<file path="src/rtl/prot_lvl_pkg.sv">
package prot_lvl_pkg;
    typedef enum logic [1:0] {
        LVL_OPEN   = 2'd0,
        LVL_PROT   = 2'd1,
        LVL_CLOSED = 2'd2
    } lvl_e;

    typedef enum logic [1:0] {
        ST_IDLE     = 2'd0,
        ST_KEY_EVAL = 2'd1,
        ST_ERASE    = 2'd2
    } fsm_e;

    localparam logic [1:0] BOOT_FLASH  = 2'd0;
    localparam logic [1:0] BOOT_SYSMEM = 2'd1;
    localparam logic [1:0] BOOT_SRAM   = 2'd2;
endpackage

</file>
<file path="src/rtl/prot_level_decode.sv">
module prot_level_decode
    import prot_lvl_pkg::*;
#(
    parameter int          OB_W        = 8,
    parameter logic [OB_W-1:0] OPEN_CODE   = 8'hAA,
    parameter logic [OB_W-1:0] CLOSED_CODE = 8'hCC
) (
    input  logic [OB_W-1:0] code,
    output lvl_e            lvl
);
    always_comb begin
        if (code == OPEN_CODE)
            lvl = LVL_OPEN;
        else if (code == CLOSED_CODE)
            lvl = LVL_CLOSED;
        else
            lvl = LVL_PROT;
    end
endmodule

</file>
<file path="src/rtl/prot_key_check.sv">
module prot_key_check #(
    parameter int KEY_W = 128
) (
    input  logic             clk,
    input  logic             rst_n,
    input  logic             capture,
    input  logic             sel_in,
    input  logic [KEY_W-1:0] key_in,
    input  logic [KEY_W-1:0] key1_ref,
    input  logic [KEY_W-1:0] key2_ref,
    output logic             sel_q,
    output logic             match
);
    logic [KEY_W-1:0] key_q;

    always_ff @(posedge clk or negedge rst_n) begin
        if (!rst_n) begin
            key_q <= '0;
            sel_q <= 1'b0;
        end else if (capture) begin
            key_q <= key_in;
            sel_q <= sel_in;
        end
    end

    assign match = (key_q == (sel_q ? key2_ref : key1_ref));
endmodule

</file>
<file path="src/rtl/prot_access_policy.sv">
module prot_access_policy
    import prot_lvl_pkg::*;
(
    input  lvl_e       lvl,
    input  logic       boot_lock,
    input  logic       dbg_swen,
    input  logic [1:0] boot_mode,
    output logic       dbg_en,
    output logic       dbg_mem_en,
    output logic [1:0] boot_sel
);
    logic [1:0] cfg_boot;

    always_comb begin
        unique case (boot_mode)
            2'd1:    cfg_boot = BOOT_SYSMEM;
            2'd2:    cfg_boot = BOOT_SRAM;
            default: cfg_boot = BOOT_FLASH;
        endcase
    end

    always_comb begin
        dbg_en     = 1'b0;
        dbg_mem_en = 1'b0;
        boot_sel   = cfg_boot;
        unique case (lvl)
            LVL_OPEN: begin
                dbg_en     = 1'b1;
                dbg_mem_en = 1'b1;
            end
            LVL_PROT: begin
                dbg_en = !boot_lock || dbg_swen;
            end
            default: begin
                boot_sel = BOOT_FLASH;
            end
        endcase
    end
endmodule

</file>
<file path="src/rtl/prot_level_ctrl.sv">
module prot_level_ctrl
    import prot_lvl_pkg::*;
#(
    parameter int          OB_W      = 8,
    parameter int          KEY_W     = 128,
    parameter logic [7:0]  OB_INIT   = 8'hAA,
    parameter logic [7:0]  PROT_CODE = 8'h55
) (
    input  logic             clk,
    input  logic             rst_n,
    input  logic             wr_req,
    input  logic [OB_W-1:0]  wr_data,
    input  logic             err_clr,
    input  logic             rst_phase,
    input  logic             key_inj_valid,
    input  logic             key_inj_sel,
    input  logic [KEY_W-1:0] key_inj_data,
    input  logic             oem1_lock,
    input  logic             oem2_lock,
    input  logic [KEY_W-1:0] oem1_key,
    input  logic [KEY_W-1:0] oem2_key,
    input  logic             boot_lock,
    input  logic             dbg_swen,
    input  logic [1:0]       boot_mode,
    input  logic             erase_done,
    output logic [OB_W-1:0]  ob_value,
    output logic [1:0]       level,
    output logic             busy,
    output logic             erase_req,
    output logic             key_err,
    output logic             dbg_en,
    output logic             dbg_mem_en,
    output logic [1:0]       boot_sel
);
    localparam logic [OB_W-1:0] OPEN_CODE   = OB_W'(8'hAA);
    localparam logic [OB_W-1:0] CLOSED_CODE = OB_W'(8'hCC);

    fsm_e            state, state_nx;
    logic [OB_W-1:0] ob_q, ob_nx;
    logic            err_set;
    logic            key_start;
    logic            key_sel_q;
    logic            key_match;
    logic            grant_l2, grant_l1;
    lvl_e            lvl;

    prot_level_decode #(
        .OB_W(OB_W), .OPEN_CODE(OPEN_CODE), .CLOSED_CODE(CLOSED_CODE)
    ) u_decode (
        .code (ob_q),
        .lvl  (lvl)
    );

    assign key_start = (state == ST_IDLE) && key_inj_valid && rst_phase;

    prot_key_check #(.KEY_W(KEY_W)) u_key (
        .clk      (clk),
        .rst_n    (rst_n),
        .capture  (key_start),
        .sel_in   (key_inj_sel),
        .key_in   (key_inj_data),
        .key1_ref (oem1_key),
        .key2_ref (oem2_key),
        .sel_q    (key_sel_q),
        .match    (key_match)
    );

    prot_access_policy u_policy (
        .lvl        (lvl),
        .boot_lock  (boot_lock),
        .dbg_swen   (dbg_swen),
        .boot_mode  (boot_mode),
        .dbg_en     (dbg_en),
        .dbg_mem_en (dbg_mem_en),
        .boot_sel   (boot_sel)
    );

    assign grant_l2 = key_sel_q  && (lvl == LVL_CLOSED) && oem2_lock && key_match;
    assign grant_l1 = !key_sel_q && (lvl == LVL_PROT)   && oem1_lock && key_match;

    // Next-state and option-byte update
    always_comb begin
        state_nx = state;
        ob_nx    = ob_q;
        err_set  = 1'b0;
        unique case (state)
            ST_IDLE: begin
                if (key_start) begin
                    state_nx = ST_KEY_EVAL;
                end else if (wr_req) begin
                    unique case (lvl)
                        LVL_OPEN: ob_nx = wr_data;
                        LVL_PROT: begin
                            if (wr_data == CLOSED_CODE)
                                ob_nx = CLOSED_CODE;
                            else if (wr_data == OPEN_CODE) begin
                                if (!oem1_lock)
                                    state_nx = ST_ERASE;
                            end else
                                ob_nx = wr_data;
                        end
                        default: ob_nx = ob_q;
                    endcase
                end
            end
            ST_KEY_EVAL: begin
                state_nx = ST_IDLE;
                if (grant_l2)
                    ob_nx = PROT_CODE;
                else if (grant_l1)
                    state_nx = ST_ERASE;
                else
                    err_set = 1'b1;
            end
            ST_ERASE: begin
                if (erase_done) begin
                    ob_nx    = OPEN_CODE;
                    state_nx = ST_IDLE;
                end
            end
            default: state_nx = ST_IDLE;
        endcase
    end

    // State register
    always_ff @(posedge clk or negedge rst_n) begin
        if (!rst_n)
            state <= ST_IDLE;
        else
            state <= state_nx;
    end

    // Option byte and error flag
    always_ff @(posedge clk or negedge rst_n) begin
        if (!rst_n) begin
            ob_q    <= OB_INIT;
            key_err <= 1'b0;
        end else begin
            ob_q <= ob_nx;
            if (err_set)
                key_err <= 1'b1;
            else if (err_clr)
                key_err <= 1'b0;
        end
    end

    // Outputs
    always_comb begin
        ob_value  = ob_q;
        level     = lvl;
        busy      = (state != ST_IDLE);
        erase_req = (state == ST_ERASE);
    end

    AST_CLOSED_FROZEN: assert property (@(posedge clk) disable iff (!rst_n)
        (state == ST_IDLE && lvl == LVL_CLOSED) |=> $stable(ob_q))
        else $error("closed byte changed");
    AST_NO_SKIP_OPEN: assert property (@(posedge clk) disable iff (!rst_n)
        ($past(lvl) == LVL_CLOSED) |-> (lvl != LVL_OPEN))
        else $error("closed went straight to open");
    AST_ERASE_BEFORE_OPEN: assert property (@(posedge clk) disable iff (!rst_n)
        ($past(lvl) == LVL_PROT && lvl == LVL_OPEN) |-> $past(erase_req && erase_done))
        else $error("open reached without erase");
    AST_ERASE_HOLD: assert property (@(posedge clk) disable iff (!rst_n)
        (erase_req && !erase_done) |=> (erase_req && busy))
        else $error("erase request dropped");
    AST_ERR_SOURCE: assert property (@(posedge clk) disable iff (!rst_n)
        $rose(key_err) |-> $past(state == ST_KEY_EVAL))
        else $error("error set outside key evaluation");
    AST_ERR_STICKY: assert property (@(posedge clk) disable iff (!rst_n)
        (key_err && !err_clr) |=> key_err)
        else $error("error flag lost");
    AST_CLOSED_NO_DEBUG: assert property (@(posedge clk) disable iff (!rst_n)
        (level == 2'd2) |-> (!dbg_en && !dbg_mem_en))
        else $error("debug open at level 2");
    AST_CLOSED_BOOT: assert property (@(posedge clk) disable iff (!rst_n)
        (level == 2'd2) |-> (boot_sel == BOOT_FLASH))
        else $error("boot not forced at level 2");
endmodule

</file>
<file path="config.mk">
export PLATFORM = sky130hd
export DESIGN_NAME = prot_level_ctrl
export DESIGN_NICKNAME = d
export VERILOG_FILES = /design/src/rtl/prot_lvl_pkg.sv /design/src/rtl/prot_level_decode.sv /design/src/rtl/prot_key_check.sv /design/src/rtl/prot_access_policy.sv /design/src/rtl/prot_level_ctrl.sv
export SDC_FILE = /design/constraint.sdc
export NUM_CORES = 1
export LEC_CHECK = 0
export BUFFER_PORTS_ARGS = -buffer_cell sky130_fd_sc_hd__buf_2
export CAP_MARGIN = 20
export CORE_AREA = 4 4 164 166
export DETAILED_ROUTE_END_ITERATION = 12
export DIE_AREA = 0 0 168 170
export GPL_TIMING_DRIVEN = 0
export PLACE_DENSITY = 0.62
export SYNTH_ARGS = -nofsm -noshare
export SYNTH_HDL_FRONTEND = slang
export SYNTH_SLANG_ARGS = --single-unit
export TNS_END_PERCENT = 20
</file>
<file path="constraint.sdc">
create_clock -name clk -period 8.4 [get_ports clk]
set_clock_uncertainty 0.15 [all_clocks]
set_input_delay 1.26 -clock clk [delete_from_list [all_inputs] [get_ports clk]]
set_output_delay 1.26 -clock clk [all_outputs]
set_load 0.01 [all_outputs]
</file>
==> results by group, run 1 <==
Outcome
  – Outcome: finished clean

Clock tree
  – Clk slew on worst S/H paths: 60 ps
  – Hold buffers post-CTS: 0
  – Post-CTS Resized: 0
  – Clock Latency Late Sink: 420 ps
  – Clock root buffer master: clkbuf_16
  – TritonCTS clock tree: built
  – H-tree depth: 4
  – CTS Sinks: 140
  – Post-CTS Setup Inserts: 0
  – Clk buf depth: 2
  – CTS Buf Count: 17

Global route
  – Initial antenna violation count: 2
  – First-pass GRT wire length: 45500 um
  – Vias in the first global route: 7458
  – GR Overflow Total: 0
  – Tot GR Track Use: 21.6%
  – Largest net degree at the start of global routing: 74

Critical path
  – Crit path DAT: 3980 ps
  – Critical-path maximum fanout: 10
  – Most used cell, CP: buf_2
  – Required time worst endpoint: 8570 ps
  – Worst path max stage delay: 700 ps
  – Critical path class: flop to flop
  – Crit start category: flop
  – Worst setup EP type: flop
  – CP max-delay cell: nor4_1
  – CP Cell Sequence: buf_2 > buf_2 > mux2i_1 > xnor2_1 > nor4_1 > nand4_1 > nor4_4 > nand2_2 > o41ai_2

STA
  – Slew Viols, Final: 0
  – Final setup TNS: 0 ps
  – RSZ-0062 raised after global routing: no
  – Achievable clock frequency: 263 MHz
  – Final setup vio count: 0
  – Worst-margin pin slew: 1080 ps
  – Tmin final: 3800 ps
  – Ratio of final minimum period to clock period: 45.3%
  – Max-Slew Margin vs Limit: 28.0%
  – Final hold violations: 0
  – Worst setup margin: 4600 ps

Synth
  – Post-synth EDFFs: 0
  – Syn avg cell area: 12.1 um^2
  – Primary FF master, synth: dfrtp_1
  – Register area share after synthesis: 41.3%
  – Mapped Cells: 700
  – Synth cell types: 43
  – #FFs+latches synth: 140
  – Yosys warns: 0
  – Ys async rst share: 100%
  – Post-Syn Area: 8500 um^2
  – Net count after synthesis: 1110

Flow run
  – Max-cap viol count: 0

Floorplanning
  – Io pins: 423
  – Area of the core: 25600 um^2
  – Die extent in x: 168 um
  – Initial core utilization: 33.2%
  – Std cell rows: 59
  – Die height: 170 um
  – Die ar.: 28600 um^2

Route
  – DRC Markers: 0
  – Routed length per placed instance: 21.5 um
  – Routed WL: 32000 um
  – Vias: 7244
  – Routed Antenna Nets: 0
  – DRT Pass-1 Iters: 4
  – Via density: 4.86
  – DRT iter0 DRCs: 282

Placed design
  – DPL Wire Length: 25600 um
  – Placed Area: 11100 um^2
  – GP Congestion: 0.862
  – Pre-CTS WS: 4070 ps
  – PortBufs: 422

Finish
  – Final instance area: 11700 um^2
  – Fillers: 2493
  – Final net count: 1552
  – Area Growth Syn to Fin: 37.1%
  – Share of cells above drive strength 1: 52.5%

Power and ir drop
  – NetSw: 1.46 mW
  – Clock share of power: 19.5%
  – Power per Cell Area: 337 nW/um^2
  – VDD IR max: 0.137 mV
  – Reg power frac: 32.5%
  – Power Internal: 2.47 mW
  – Sw frac: 37.1%
  – Comb pwr share: 48.0%
  – Leak: 5.44 nW

Min path
  – Worst Hold Class: flop to flop
[metal layers]
metal / track usage [%] / part of all wire [%] / vias up / wire [um]
li1: - / - / 3439 / -
met1: 28.0 / 42 / 3489 / 13600
met2: 37.3 / 50 / 283 / 16100
met3: 4.99 / 6.2 / 33 / 2000
met4: 4.02 / 1.2 / 0 / 378
met5: 0 / 0 / - / 0
[sequential cells by signal, indices dropped and copies added (netlist names)]
name and cells:
u_key.sel_q 1, key_err 1, state 2, ob_value 8
u_key.key_q 128
[area by class of cell]
type	instances	area (um^2)	share of cell area, %
multi-input combinational	520	4790	41.1
sequential	140	3510	30.1
timing repair buffer	423	2150	18.4
clock buffer	18	429	3.68
tap	335	419	3.60
buffer	36	185	1.59
clock inverter	14	160	1.37
inverter	4	15.0	0.129
antenna	1	2.50	0.0215
[worst paths after layout]
path / startpoint / end / slack, ps / cells past startpoint
setup reg to reg: u_key.sel_q / ob_value[5] / 4600 / 9
max in group asynchronous: rst_n / u_key.key_q[27] / 6590 / 2
hold reg to reg: ob_value[1] / ob_value[1] / 370 / 2
min in group asynchronous: rst_n / u_key.key_q[92] / 680 / 1
setup / recovery: u_key.sel_q / ob_value[5] / 4600 / 9
hold / removal: ob_value[1] / ob_value[1] / 370 / 2
[Yosys cell counts (all sizes together), types with 2 or more instances]
cell type / count / share of area (%)
nand4: 10 / 0.74
o31a: 2 / 0.21
or4bb: 2 / 0.26
dfrtp: 136 / 40
ha: 4 / 0.59
nor4b: 2 / 0.21
nor2b: 2 / 0.15
mux2i: 136 / 16
or4: 3 / 0.26
dfstp: 4 / 1.2
o21ai: 4 / 0.24
and2: 4 / 0.29
a221oi: 4 / 0.41
inv: 4 / 0.18
a21oi: 3 / 0.18
clkbuf: 21 / 0.93
xnor2: 128 / 13
o211ai: 3 / 0.26
nor2: 5 / 0.22
nand2: 8 / 0.38
nand3: 11 / 0.65
nor4: 34 / 2.9
mux2: 129 / 17
nor3: 9 / 0.53
buf: 15 / 1.3
nor3b: 3 / 0.26
or3: 3 / 0.22
[logic make-up (layout without fill, tap and decap cells)]
kind of cell               after synthesis  after routing  synth area share [%]
muxes                                  265            265                  33.1
DFF                                    140            140                  41.3
xor gates and xnor gates               128            128                  13.2
and+or+nand+nor                         99             99                  7.31
buffers and inverters                   40            495                  2.35
AOI/OAI and AO/OA                       24             24                  2.19
adders and majority gates                4              4                 0.589
other                                    0              1                     0
[metrics by stage]
step | hold WS, ps | total power [mW] | util (%) | instances
4_1_cts | 374 | 3.98 | 45.5 | 1490
3_5_place_dp | 351 | 3.20 | 43.2 | 1458
6_report | 371 | 3.93 | 45.5 | 1491
2_1_floorplan | 352 | 2.62 | - | 700
3_3_place_gp | 345 | 3.15 | 43.1 | 1457
5_1_grt | 377 | 4.18 | 45.5 | 1491
[critical path, delay by kind of cell, from the launching register on]
family / cells / cell delay (ps)
AND/OR/NAND/NOR: 4 / 1810
AO/OA/AOI/OAI: 1 / 340
buffers and inverters: 2 / 550
XOR/XNOR: 1 / 120
flip-flops: 1 / 310
multiplexers: 1 / 420
[power by group through the flow]
stage / Combinational [mW] / Sequential, mW / Clock, mW
CTS: 1.91 / 1.28 / 0.786
floorplan: 1.38 / 1.23 / 0
detailed placement: 1.91 / 1.29 / 0
global route: 2.04 / 1.32 / 0.816
finish: 1.89 / 1.28 / 0.768
global placement: 1.88 / 1.28 / 0
[cell usage in the layout (no fill, tap or decap), types with 3 or more instances in the layout]
| cell | instances |
|---|---|
| inv_1 | 4 |
| mux2_2 | 129 |
| or3_1 | 3 |
| dfrtp_1 | 136 |
| buf_2 | 428 |
| xnor2_1 | 128 |
| or4_1 | 3 |
| o21ai_0 | 4 |
| o211ai_1 | 3 |
| nor4_1 | 32 |
| dfstp_2 | 4 |
| clkbuf_1 | 22 |
| inv_6 | 3 |
| clkinv_4 | 3 |
| and2_1 | 4 |
| clkbuf_16 | 17 |
| a221oi_1 | 4 |
| nor3b_1 | 3 |
| nand4_1 | 10 |
| nor2_1 | 5 |
| nand3_1 | 11 |
| a21oi_1 | 3 |
| ha_1 | 4 |
| buf_4 | 3 |
| nand2_1 | 7 |
| nor3_1 | 9 |
| mux2i_1 | 136 |
| buf_6 | 5 |
No activity file was read; power rests on OpenSTA's default activity.
==> run 2: changes to the inputs <==
--- a/config.mk
+++ b/config.mk
@@ -7,11 +7,11 @@
 export LEC_CHECK = 0
 export BUFFER_PORTS_ARGS = -buffer_cell sky130_fd_sc_hd__buf_2
 export CAP_MARGIN = 20
-export CORE_AREA = 4 4 164 166
+export CORE_AREA = 4 4 161 163
 export DETAILED_ROUTE_END_ITERATION = 12
-export DIE_AREA = 0 0 168 170
+export DIE_AREA = 0 0 165 167
 export GPL_TIMING_DRIVEN = 0
-export PLACE_DENSITY = 0.62
+export PLACE_DENSITY = 0.67
 export SYNTH_ARGS = -nofsm -noshare
 export SYNTH_HDL_FRONTEND = slang
 export SYNTH_SLANG_ARGS = --single-unit
==> constraint.sdc (replaced) <==
create_clock -name clk -period 3.3 [get_ports clk]
set_clock_uncertainty 0.15 [all_clocks]
set_input_delay 0.495 -clock clk [delete_from_list [all_inputs] [get_ports clk]]
set_output_delay 0.495 -clock clk [all_outputs]
set_load 0.01 [all_outputs]
==> run 2 against run 1 <==
Sequential share of layout area decreased by 0.61 points; critical endpoint unchanged; non-clock buffer count grew 12; critical path type unchanged; flip-flop and latch count unchanged; wire length increased by 0.30%.
==> results by group, run 2 (same netlist as run 1, synthesis figures left out) <==
Finish
  – Area Growth Syn to Fin: 40.0% (was 37.1%)
  – Commonest non-fill, non-tap cell in the layout: buf_2 (unchanged)
  – Final Util: 48.9% (was 45.5%)
  – Area of the multi-input gates: 4880 um^2 (was 4790 um^2)
  – Final net count: 1564 (was 1552)
  – Non-Filler Instances: 1491 (unchanged)
  – Reg area: 3510 um^2 (unchanged)
  – Top reg by flops: u_key.key_q (unchanged)
  – Share of cells above drive strength 1: 54.4% (was 52.5%)
  – Most frequent cells in the layout: buf_2 (424), dfrtp_1 (136), mux2i_1 (134) (was buf_2 (428), mux2i_1 (136), dfrtp_1 (136))
  – # diodes: 0 (was 1)
  – Max reg flops: 128 (unchanged)
  – Fillers: 2293 (was 2493)
  – Final instance area: 11900 um^2 (was 11700 um^2)

Critical path
  – Critical path depth: 11 (was 9)
  – Buffers and inverters on the worst path: 4 (was 2)
  – Worst path max stage delay: 440 ps (was 700 ps)
  – Most used cell, CP: buf_6 (was buf_2)
  – Critical path class: flop to flop (unchanged)
  – CP max-delay cell: nor4_4 (was nor4_1)
  – CP Cell Sequence: buf_2 > buf_6 > buf_6 > mux2i_1 > xnor2_1 > nor4_2 > nand4_1 > buf_4 > nor4_4 > nand2_2 > o41ai_2 (was buf_2 > buf_2 > mux2i_1 > xnor2_1 > nor4_1 > nand4_1 > nor4_4 > nand2_2 > o41ai_2)
  – Required time worst endpoint: 3480 ps (was 8570 ps)
  – Critical path's top delay family: simple AND/OR/NAND/NOR gates (unchanged)
  – Crit start category: flop (unchanged)
  – Crit path DAT: 3340 ps (was 3980 ps)
  – Worst-case reg-to-reg path depth: 11 (was 9)
  – Critical-path maximum fanout: 10 (unchanged)
  – Worst setup EP type: flop (unchanged)

STA
  – Slew Viols, Final: 0 (unchanged)
  – Ratio of final minimum period to clock period: 95.8% (was 45.3%)
  – Tmin final: 3160 ps (was 3800 ps)
  – Achievable clock frequency: 316 MHz (was 263 MHz)
  – Worst setup margin: 138 ps (was 4600 ps)
  – Final setup vio count: 0 (unchanged)
  – Max-Slew Margin vs Limit: 32.8% (was 28.0%)
  – Worst-margin pin slew: 1010 ps (was 1080 ps)
  – Final hold violations: 0 (unchanged)
  – RSZ-0062 raised after global routing: yes (was no)

Power and ir drop
  – Clock share of power: 20.0% (was 19.5%)
  – Comb pwr share: 48.2% (was 48.0%)
  – Sw frac: 36.7% (was 37.1%)
  – Reg power frac: 31.8% (was 32.5%)
  – Power per Cell Area: 865 nW/um^2 (was 337 nW/um^2)
  – Power Internal: 6.51 mW (was 2.47 mW)
  – Leak: 5.54 nW (was 5.44 nW)
  – Total chip power: 10.3 mW (was 3.93 mW)
  – NetSw: 3.78 mW (was 1.46 mW)
  – VDD IR max: 0.330 mV (was 0.137 mV)

Clock tree
  – CTS Buf Count: 17 (unchanged)
  – H-tree depth: 4 (unchanged)
  – Clk buf depth: 2 (unchanged)
  – TritonCTS clock tree: built (unchanged)
  – CTS Sinks: 140 (unchanged)
  – Clock root buffer master: clkbuf_16 (unchanged)
  – Clk slew on worst S/H paths: 70 ps (was 60 ps)
  – Clock Latency Late Sink: 420 ps (about the same)

Global route
  – Initial antenna violation count: 3 (was 2)
  – Vias in the first global route: 7541 (was 7458)
  – GR Overflow Total: 0 (unchanged)
  – First-pass GRT wire length: 45400 um (was 45500 um)
  – Tot GR Track Use: 22.6% (was 21.6%)
  – Largest net degree at the start of global routing: 73 (was 74)

Route
  – Via density: 4.90 (was 4.86)
  – DRC Markers: 0 (unchanged)
  – DRT Pass-1 Iters: 4 (unchanged)
  – Routed length per placed instance: 21.6 um (was 21.5 um)
  – Routed Antenna Nets: 0 (unchanged)
  – Routed WL: 32100 um (was 32000 um)
  – DRT iter0 DRCs: 287 (was 282)
  – Vias: 7303 (was 7244)

Floorplanning
  – Die height: 167 um (was 170 um)
  – Initial core utilization: 35.0% (was 33.2%)
  – Die ar.: 27600 um^2 (was 28600 um^2)
  – Die extent in x: 165 um (was 168 um)
  – Std cell rows: 57 (was 59)
  – Area of the core: 24300 um^2 (was 25600 um^2)
  – Io pins: 423 (unchanged)

Placed design
  – Pre-CTS WS: -275 ps (was 4070 ps)
  – Placed Instances: 1448 (was 1458)
  – GP Congestion: 0.845 (was 0.862)
  – Placed Area: 11100 um^2 (about the same)
  – PortBufs: 422 (unchanged)
  – DPL Wire Length: 25500 um (was 25600 um)

Min path
  – Worst Hold Class: input port to flop (was flop to flop)
  – Cell depth of the worst min-delay path: 2 (unchanged)

Flow run
  – Max-cap viol count: 0 (unchanged)

Outcome
  – Outcome: finished clean (unchanged)
[run 2: changes by cell type in the layout (fill, tap and decap cells not counted), moves of 3 or more]
cell	delta
buf_4	+11
nor4_1	-11
nor4_2	+11
buf_2	-4
clkbuf_2	+4
buf_6	+3
clkbuf_1	-3
[run 2: final cells by class]
type,instances,area share [%]
multi-input combinational,520,41.0
sequential,140,29.5
timing repair buffer,436,19.0
clock buffer,20,3.67
tap,324,3.41
buffer,35,1.78
clock inverter,12,1.59
inverter,4,0.126
[run 2: power by group through the flow]
stage | Clock, mW | Combinational [mW] | Sequential [mW]
6_report | 2.06 | 4.96 | 3.27
3_3_place_gp | 0 | 4.76 | 3.25
2_1_floorplan | 0 | 3.52 | 3.14
5_1_grt | 2.18 | 5.37 | 3.37
3_5_place_dp | 0 | 4.86 | 3.29
4_1_cts | 2.10 | 4.96 | 3.27
[run 2: timing repair]
item	CTS	global route
buffers inserted	0	10
pin swaps	3	8
hold buffers	1	0
gates resized for setup	14	17
endpoints found under the hold margin	68	0
setup endpoints to repair	20	36
[run 2: metrics by stage]
step                      TNS (ps)  hold WS (ps)
after CTS                     -109           137
after global routing          -160           140
after global placement      -73400           352
after detailed placement     -4100           349
after floorplan                  0          49.4
final                            0           155
[run 2: path summary, 6_finish.rpt]
kind                                        from                to  slack (ps)
worst max-delay path                 u_key.sel_q       ob_value[5]         140
worst min-delay path            key_inj_data[64]   u_key.key_q[64]         150
worst min register to register           key_err           key_err         370
max in group asynchronous                  rst_n       ob_value[1]        1670
worst max register to register       u_key.sel_q       ob_value[5]         140
min in group asynchronous                  rst_n  u_key.key_q[106]         480
[run 2: worst reg2reg max path, cell delays in order, from the launching register on]
cell     delay (ps)
dfrtp_1         310
buf_2           150
buf_6           190
buf_6           270
mux2i_1         290
xnor2_1         140
nor4_2          350
nand4_1         130
buf_4           180
nor4_4          440
nand2_2         160
o41ai_2         330
[run 2: per-layer routing]
metal	track usage, %	routed length [um]	vias to the layer above
met5	0	27	-
met4	5.28	397	4
met2	39.4	16600	275
met1	28.7	13200	3533
met3	4.40	1930	26
li1	-	-	3465
==> run 3: changes to the inputs <==
--- a/config.mk
+++ b/config.mk
@@ -11,7 +11,7 @@
 export DETAILED_ROUTE_END_ITERATION = 12
 export DIE_AREA = 0 0 165 167
 export GPL_TIMING_DRIVEN = 0
-export PLACE_DENSITY = 0.67
+export PLACE_DENSITY = 0.64
 export SYNTH_ARGS = -nofsm -noshare
 export SYNTH_HDL_FRONTEND = slang
 export SYNTH_SLANG_ARGS = --single-unit
==> constraint.sdc (replaced) <==
create_clock -name clk -period 3.1 [get_ports clk]
set_clock_uncertainty 0.15 [all_clocks]
set_input_delay 0.465 -clock clk [delete_from_list [all_inputs] [get_ports clk]]
set_output_delay 0.465 -clock clk [all_outputs]
set_load 0.01 [all_outputs]
==> run 3 against run 2 <==
Die area did not move; power increased by 12%; critical path depth is 4 lower; highest routed layer is now met4; largest power group unchanged; wire length up 1.7%; register-to-register slack got worse by 80 ps; flip-flop and latch count unchanged; combinational power is 18% higher; fmax is 3.8% higher; sequential power grew 6%; first-iteration DRC count is 0.35% higher; critical path type unchanged.
==> results by group, run 3 (same netlist as run 1, synthesis figures left out) <==
Placed design
  – PortBufs: 422 (unchanged)
  – DPL Wire Length: 25500 um (about the same)
  – GP Congestion: 0.864 (was 0.845)
  – Placed Instances: 1449 (was 1448)

Floorplanning
  – Area of the core: 24300 um^2 (unchanged)
  – Std cell rows: 57 (unchanged)
  – Die height: 167 um (unchanged)
  – Die ar.: 27600 um^2 (unchanged)
  – Initial core utilization: 35.0% (unchanged)
  – Die extent in x: 165 um (unchanged)
  – Io pins: 423 (unchanged)

Power and ir drop
  – VDD IR max: 0.371 mV (was 0.330 mV)
  – Total chip power: 11.5 mW (was 10.3 mW)
  – Power per Cell Area: 934 nW/um^2 (was 865 nW/um^2)
  – Leak: 5.69 nW (was 5.54 nW)

Finish
  – Commonest non-fill, non-tap cell in the layout: buf_2 (unchanged)
  – Final Util: 50.7% (was 48.9%)
  – Top reg by flops: u_key.key_q (unchanged)
  – Fillers: 2225 (was 2293)
  – Area Growth Syn to Fin: 45.0% (was 40.0%)
  – Max reg flops: 128 (unchanged)
  – Most frequent cells in the layout: buf_2 (421), dfrtp_1 (136), mux2_2 (129) (was buf_2 (424), dfrtp_1 (136), mux2i_1 (134))
  – Final net count: 1579 (was 1564)
  – Non-Filler Instances: 1508 (was 1491)
  – Reg area: 3510 um^2 (unchanged)
  – Area of the multi-input gates: 4990 um^2 (was 4880 um^2)
  – Share of cells above drive strength 1: 56.9% (was 54.4%)

Critical path
  – Worst-case reg-to-reg path depth: 7 (was 11)
  – Crit start category: flop (unchanged)
  – Worst setup startpoint: state[0] (was u_key.sel_q)
  – Critical path class: flop to flop (unchanged)
  – Reg2reg start: state[0] (was u_key.sel_q)
  – Required time worst endpoint: 3250 ps (was 3480 ps)
  – Crit path DAT: 3190 ps (was 3340 ps)
  – Worst setup EP type: flop (unchanged)
  – Critical-path maximum fanout: 10 (unchanged)

Route
  – DRC Markers: 0 (unchanged)
  – DRT Pass-1 Iters: 4 (unchanged)
  – Vias: 7321 (was 7303)
  – Via density: 4.85 (was 4.90)
  – Routed length per placed instance: 21.7 um (was 21.6 um)
  – DRT iter0 DRCs: 288 (was 287)
  – Routed WL: 32700 um (was 32100 um)
  – Routed Antenna Nets: 0 (unchanged)

Clock tree
  – CTS Buf Count: 17 (unchanged)
  – TritonCTS clock tree: built (unchanged)
  – Clk slew on worst S/H paths: 70 ps (about the same)
  – Clk buf depth: 2 (unchanged)
  – CTS Sinks: 140 (unchanged)
  – Clock Latency Late Sink: 420 ps (about the same)
  – H-tree depth: 4 (unchanged)
  – Clock root buffer master: clkbuf_16 (unchanged)

Global route
  – Initial antenna violation count: 3 (unchanged)
  – Largest net degree at the start of global routing: 86 (was 73)
  – Vias in the first global route: 7696 (was 7541)
  – GR Overflow Total: 0 (unchanged)
  – Tot GR Track Use: 22.6% (about the same)
  – First-pass GRT wire length: 45700 um (was 45400 um)

STA
  – RSZ-0062 raised after global routing: yes (unchanged)
  – Final setup vio count: 0 (unchanged)
  – Achievable clock frequency: 328 MHz (was 316 MHz)
  – Slew Viols, Final: 0 (unchanged)
  – Worst-margin pin slew: 963 ps (was 1010 ps)
  – Ratio of final minimum period to clock period: 98.3% (was 95.8%)
  – Tmin final: 3050 ps (was 3160 ps)
  – Final hold violations: 0 (unchanged)
  – Final setup TNS: 0 ps (unchanged)
  – Max-Slew Margin vs Limit: 35.8% (was 32.8%)

Outcome
  – Outcome: finished clean (unchanged)

Min path
  – Cell depth of the worst min-delay path: 2 (unchanged)
  – Worst Hold Class: input port to flop (unchanged)
  – HP Start: key_inj_data[25] (was key_inj_data[64])

Flow run
  – Max-cap viol count: 0 (unchanged)
[run 3: cell count changes in the layout (fill, tap and decap cells not counted), moves of 4 or more]
cell and change:
buf_12 +4, buf_4 +5, clkbuf_1 -8, mux2i_1 -13, mux2i_2 +10
[run 3: critical path: stages (launching register included)]
cell and delay (ps):
dfrtp_1 400, inv_1 120, ha_1 290, and3_1 190, clkbuf_1 240, clkbuf_1 330
clkdlybuf4s15_1 780, mux2_2 420
[run 3: layer usage]
metal | GRT usage [%] | share of wire (%) | vias up
li1 | - | - | 3494
met1 | 27.7 | 40 | 3499
met2 | 40.0 | 51 | 296
met3 | 4.30 | 7.2 | 32
met4 | 6.26 | 1.7 | 0
met5 | 0 | 0 | -
[run 3: path summary, 6_finish.rpt]
kind | to | slack [ps]
max reg2reg | u_key.key_q[57] | 50
max | u_key.key_q[57] | 50
max in group asynchronous | ob_value[5] | 1460
min reg2reg | key_err | 370
min in group asynchronous | u_key.key_q[106] | 510
min | u_key.key_q[25] | 120
[run 3: power by group]
part / switching [mW] / total, mW / internal [mW]
sequential: 0.668 / 3.46 / 2.79
clock: 0.839 / 2.21 / 1.37
combinational: 2.67 / 5.84 / 3.17
[run 3: area by class of cell]
| class | instances | share of cell area [%] |
|---|---|---|
| clock buffer | 18 | 3.56 |
| clock inverter | 13 | 1.53 |
| buffer | 36 | 2.79 |
| timing repair buffer | 450 | 19.7 |
| tap | 324 | 3.29 |
| sequential | 140 | 28.5 |
| antenna | 3 | 0.0609 |
| multi-input combinational | 520 | 40.5 |
| inverter | 4 | 0.122 |
[run 3: metrics by stage]
step | setup WS [ps] | area, um^2 | hold WS, ps
2_1_floorplan | 245 | 8500 | 19.4
3_3_place_gp | -708 | 11000 | 343
3_5_place_dp | -678 | 11100 | 350
4_1_cts | -10.7 | 12000 | 98.2
5_1_grt | -91.7 | 12300 | 103
6_report | 53.2 | 12300 | 119
[run 3: what timing repair did]
| item | CTS | global route |
|---|---|---|
| pin swaps | 10 | 9 |
| gates resized for setup | 38 | 58 |
| cloned | 0 | 3 |
| setup endpoints to repair | 27 | 95 |
| hold endpoints to repair | 25 | 0 |
| setup buffers | 13 | 8 |
| hold buffers | 1 | 0 |
